--- src/rtl/dbell_pkg.sv ---
package dbell_pkg;
  localparam int OP_W      = 32;
  localparam int KIND_HI   = 31;
  localparam int KIND_LO   = 27;
  localparam int BCAST_BIT = 26;

  typedef enum logic [1:0] {
    DB_NONE = 2'd0,
    DB_NORM = 2'd1,
    DB_CRIT = 2'd2
  } db_kind_e;

  // Kind field decode: only 0 and 1 carry a doorbell.
  function automatic db_kind_e kind_of(logic [KIND_HI-KIND_LO:0] f);
    case (f)
      5'd0:    return DB_NORM;
      5'd1:    return DB_CRIT;
      default: return DB_NONE;
    endcase
  endfunction
endpackage

--- src/rtl/dbell_op_decode.sv ---
module dbell_op_decode
  import dbell_pkg::*;
#(
  parameter int TAG_W = 14
) (
  input  logic [OP_W-1:0]  op_i,
  output db_kind_e         kind_o,
  output logic             bcast_o,
  output logic [TAG_W-1:0] tag_o
);
  logic [BCAST_BIT-1:TAG_W] gap_unused;

  assign kind_o     = kind_of(op_i[KIND_HI:KIND_LO]);
  assign bcast_o    = op_i[BCAST_BIT];
  assign tag_o      = op_i[TAG_W-1:0];
  assign gap_unused = op_i[BCAST_BIT-1:TAG_W];
endmodule

--- src/rtl/dbell_target_match.sv ---
module dbell_target_match #(
  parameter int N_CORES = 4,
  parameter int TAG_W   = 14
) (
  input  logic                     en_i,
  input  logic                     bcast_i,
  input  logic [TAG_W-1:0]         tag_i,
  input  logic [N_CORES*TAG_W-1:0] core_id_i,
  output logic [N_CORES-1:0]       hit_o
);
  for (genvar g = 0; g < N_CORES; g++) begin : g_cmp
    assign hit_o[g] = en_i && (bcast_i || (core_id_i[g*TAG_W +: TAG_W] == tag_i));
  end
endmodule

--- src/rtl/dbell_pend_slot.sv ---
module dbell_pend_slot (
  input  logic clk,
  input  logic rst_n,
  input  logic set_n_i,
  input  logic set_c_i,
  input  logic clr_n_i,
  input  logic clr_c_i,
  output logic pend_n_o,
  output logic pend_c_o
);
  // set dominates clear on the same bit
  always_ff @(posedge clk) begin
    if (!rst_n) begin
      pend_n_o <= 1'b0;
      pend_c_o <= 1'b0;
    end else begin
      pend_n_o <= set_n_i | (pend_n_o & ~clr_n_i);
      pend_c_o <= set_c_i | (pend_c_o & ~clr_c_i);
    end
  end
endmodule

--- src/rtl/dbell_msg_unit.sv ---
module dbell_msg_unit
  import dbell_pkg::*;
#(
  parameter int N_CORES = 4,
  parameter int TAG_W   = 14
) (
  input  logic                     clk,
  input  logic                     rst_n,
  input  logic [N_CORES*TAG_W-1:0] core_id_i,
  input  logic                     snd_vld_i,
  input  logic [OP_W-1:0]          snd_op_i,
  input  logic [N_CORES-1:0]       clr_vld_i,
  input  logic [N_CORES*OP_W-1:0]  clr_op_i,
  output logic [N_CORES-1:0]       db_pend_o,
  output logic [N_CORES-1:0]       crit_pend_o,
  output logic [N_CORES-1:0]       irq_o
);
  db_kind_e             snd_kind_w;
  logic                 bcast_w;
  logic [TAG_W-1:0]     tag_w;
  logic                 snd_ok_w;
  logic [N_CORES-1:0]   hit_w;
  logic [N_CORES-1:0]   set_norm_w;
  logic [N_CORES-1:0]   set_crit_w;
  logic [N_CORES-1:0]   clr_norm_w;
  logic [N_CORES-1:0]   clr_crit_w;

  dbell_op_decode #(.TAG_W(TAG_W)) u_snd_dec (
    .op_i    (snd_op_i),
    .kind_o  (snd_kind_w),
    .bcast_o (bcast_w),
    .tag_o   (tag_w)
  );

  assign snd_ok_w = snd_vld_i && (snd_kind_w != DB_NONE);

  dbell_target_match #(.N_CORES(N_CORES), .TAG_W(TAG_W)) u_match (
    .en_i      (snd_ok_w),
    .bcast_i   (bcast_w),
    .tag_i     (tag_w),
    .core_id_i (core_id_i),
    .hit_o     (hit_w)
  );

  assign set_norm_w = hit_w & {N_CORES{snd_kind_w == DB_NORM}};
  assign set_crit_w = hit_w & {N_CORES{snd_kind_w == DB_CRIT}};

  for (genvar g = 0; g < N_CORES; g++) begin : g_core
    db_kind_e           clr_kind_w;
    logic [KIND_LO-1:0] clr_unused_w;

    assign clr_kind_w    = kind_of(clr_op_i[g*OP_W+KIND_LO +: (KIND_HI-KIND_LO+1)]);
    assign clr_unused_w  = clr_op_i[g*OP_W +: KIND_LO];
    assign clr_norm_w[g] = clr_vld_i[g] && (clr_kind_w == DB_NORM);
    assign clr_crit_w[g] = clr_vld_i[g] && (clr_kind_w == DB_CRIT);

    dbell_pend_slot u_slot (
      .clk      (clk),
      .rst_n    (rst_n),
      .set_n_i  (set_norm_w[g]),
      .set_c_i  (set_crit_w[g]),
      .clr_n_i  (clr_norm_w[g]),
      .clr_c_i  (clr_crit_w[g]),
      .pend_n_o (db_pend_o[g]),
      .pend_c_o (crit_pend_o[g])
    );
  end

  assign irq_o = db_pend_o | crit_pend_o;
endmodule

--- config.mk ---
export PLATFORM = sky130hd
export DESIGN_NAME = dbell_msg_unit
export DESIGN_NICKNAME = d
export VERILOG_FILES = /design/src/rtl/dbell_pkg.sv /design/src/rtl/dbell_op_decode.sv /design/src/rtl/dbell_target_match.sv /design/src/rtl/dbell_pend_slot.sv /design/src/rtl/dbell_msg_unit.sv
export SDC_FILE = /design/constraint.sdc
export NUM_CORES = 1
export LEC_CHECK = 0
export ABC_AREA = 1
export CAP_MARGIN = 15
export CORE_AREA = 2 2 91 93
export CTS_BUF_LIST = sky130_fd_sc_hd__clkbuf_4 sky130_fd_sc_hd__clkbuf_8
export DETAILED_ROUTE_END_ITERATION = 8
export DIE_AREA = 0 0 93 95
export PLACE_DENSITY = 0.75
export SKIP_CTS_REPAIR_TIMING = 1
export SYNTH_ARGS = -nofsm -noshare
export SYNTH_HDL_FRONTEND = slang
export SYNTH_HIERARCHICAL = 1
export SYNTH_SLANG_ARGS = --single-unit
export TNS_END_PERCENT = 10
--- constraint.sdc ---
create_clock -name clk -period 1.54 [get_ports clk]
set_input_delay 0.154 -clock clk [delete_from_list [all_inputs] [get_ports clk]]
set_output_delay 0.154 -clock clk [all_outputs]
set_load 0.01 [all_outputs]
==> summary.txt <==
Outcome
  • Status: finished clean

GRT
  • Initial antenna violation count: 0
  • Number of global-route vias before repair: 2164
  • Pin count of the biggest net entering global routing: 6
  • M3 GR Usage: 1.76%
  • Global-route wire length before repair: 8790 um
  • Gr ovfl total: 0
  • GRT met1 Usage: 15.9%
  • Total global-route track usage: 12.3%
  • Busiest layer in global routing: met2
  • Grt met2 use: 21.1%

Synthesis
  • Sequential share of the synthesized area: 9.03%
  • Register bit total from synthesis: 8
  • Syn avg cell area: 4.48 um^2
  • Mapped Area: 0.00177 mm^2
  • Synth warn: 6
  • Syn Inst Count: 396
  • Count of cell types in the netlist: 15
  • Net count after synthesis: 619

Layout
  • Fin cells: 613
  • Area Overhead vs Synth: 83.0%
  • Share of cells above drive strength 1: 12.4%
  • Layout Nets: 732
  • Commonest cells after routing, fill and taps aside: nand2_1, inv_1, clkdlybuf4s50_1
  • Finished Cell Area: 0.00325 mm^2
  • Leading cell type in the layout, fill and taps excluded: nand2_1

Clocking
  • CTS H-Tree Depth: 1
  • Num CTS Buffers: 3
  • CTS root buf: clkbuf_8
  • # clock sinks: 8
  • CTS clk-pin slew, worst paths: 0.04 ns
  • Clock Latency Late Sink: 0.23 ns
  • CTS tree: built
  • Maximum clock insertion buffer count: 2

Timing
  • Final hold violations: 0
  • Post-Route Setup TNS: 0 ns
  • Final hold slack: 0.478 ns
  • Worst Clk Skew: 0 ns
  • Max-slew headroom: 80.4%
  • Least-Margin Pin Slew: 0.293 ns
  • Slew Viols, Final: 0
  • RSZ-0062 raised after global routing: yes
  • FMAX: 682 MHz
  • Fin crit period: 1.47 ns
  • Final worst path period share: 95.2%
  • # setup viols final: 0
  • Setup WS post-layout: 0.0744 ns

Placement
  • Post-DP Area: 0.00301 mm^2
  • Count of input and output buffers: 114
  • Pre-CTS setup slack: -0.399 ns
  • Dpl cells: 609
  • Placer Congestion: 0.802
  • DP Wirelength: 5070 um

Setup path
  • Critical path class: reg -> out
  • Worst Path Max Fanout: 3
  • Nature of the critical path endpoint: output port
  • Critical path arrival: 1.31 ns
  • Startpoint types: register
  • Req. time, crit path: 1.39 ns

Detailed routing
  • DRC violations left: 0
  • Antenna violation net count after detailed routing: 0
  • Wire per inst: 9.63 um
  • Starting DRT DRC Count: 48
  • Final wirelength: 5900 um
  • Drt first pass iters: 4
  • Via/cell ratio: 3.93
  • Vias: 2412

Die
  • Die height: 95 um
  • Die ar.: 0.00884 mm^2
  • Row count: 33
  • Initial core utilization: 22.4%
  • Die width: 93 um
  • Core area: 0.00793 mm^2
  • I/O pins: 235

Power
  • Leakage: 2.07 nW
  • Worst vdd ir: 0.214 mV
  • Pwr per Cell Area: 318 mW/mm^2

Hold path
  • Class of the worst hold path: reg -> reg

Run
  • Max Cap Viol: 0
==> layer usage <==
metal / part of all wire, % / up-vias / wire, um
met4: 1.6 / 0 / 95
met5: 0 / - / 0
met2: 44 / 102 / 2590
met3: 8.5 / 8 / 500
met1: 46 / 987 / 2720
li1: - / 1315 / -
==> synthesized netlist by cell type (all sizes together) <==
library cell / number / area share [%]
nor2: 59 / 13
a21oi: 12 / 3.4
clkbuf: 1 / 0.28
o21a: 1 / 0.42
inv: 98 / 21
dfxtp: 8 / 9.0
nand2: 184 / 39
buf: 16 / 6.6
xnor2: 8 / 3.9
or2: 9 / 3.3
==> final cells by class <==
cell class,instances,area (um^2)
Clock buffer,3,41.3
Sequential cell,8,160
Multi-Input combinational cell,273,1190
Timing Repair Buffer,125,1350
Inverter,98,368
Fill cell,847,4680
Antenna cell,1,2.50
Tap cell,105,131
==> cells by family (layout without fill, tap and decap cells) <==
logic type | after synthesis | in the layout | share of synthesized area, %
AOI/OAI and AO/OA | 13 | 13 | 3.81
other | 0 | 1 | 0
and+or+nand+nor | 252 | 252 | 55.6
DFF | 8 | 8 | 9.03
xor gates and xnor gates | 8 | 8 | 3.95
buffers and inverters | 115 | 226 | 27.6
==> critical path: stages (launching register included) <==
cell and delay [ns]:
dfxtp_1 0.32, or2_2 0.29, clkdlybuf4s50_1 0.47
==> per-stage QoR <==
| step | power, mW | util [%] |
|---|---|---|
| floorplan | 0.471 | - |
| global placement | 0.774 | 37.9 |
| detailed placement | 0.787 | 37.9 |
| CTS | 1.04 | 38.4 |
| global route | 1.11 | 40.9 |
| finish | 1.03 | 41.0 |
==> final timing paths <==
check	cells past startpoint	slack (ns)	to	start
setup reg to reg	2	0.90	g_core[0].u_slot/pend_n_o$_SDFF_PN0_	g_core[0].u_slot/pend_n_o$_SDFF_PN0_
hold / removal	2	0.48	g_core[3].u_slot/pend_c_o$_SDFF_PN0_	g_core[3].u_slot/pend_c_o$_SDFF_PN0_
hold reg to reg	2	0.48	g_core[3].u_slot/pend_c_o$_SDFF_PN0_	g_core[3].u_slot/pend_c_o$_SDFF_PN0_
setup / recovery	2	0.07	irq_o[0]	g_core[0].u_slot/pend_c_o$_SDFF_PN0_
==> where the power goes <==
group          internal, mW  leakage [nW]  switching [mW]
Combinational         0.328          1.98           0.244
Sequential            0.208        0.0644        0.000106
Clock                 0.169        0.0216          0.0833
==> sequential cells by signal, summed over array words and instances, names as in the netlist <==
signal	flops
g_core.u_slot/pend_c_o	4
g_core.u_slot/pend_n_o	4
Note: power is estimated with default switching activity, not from simulation.
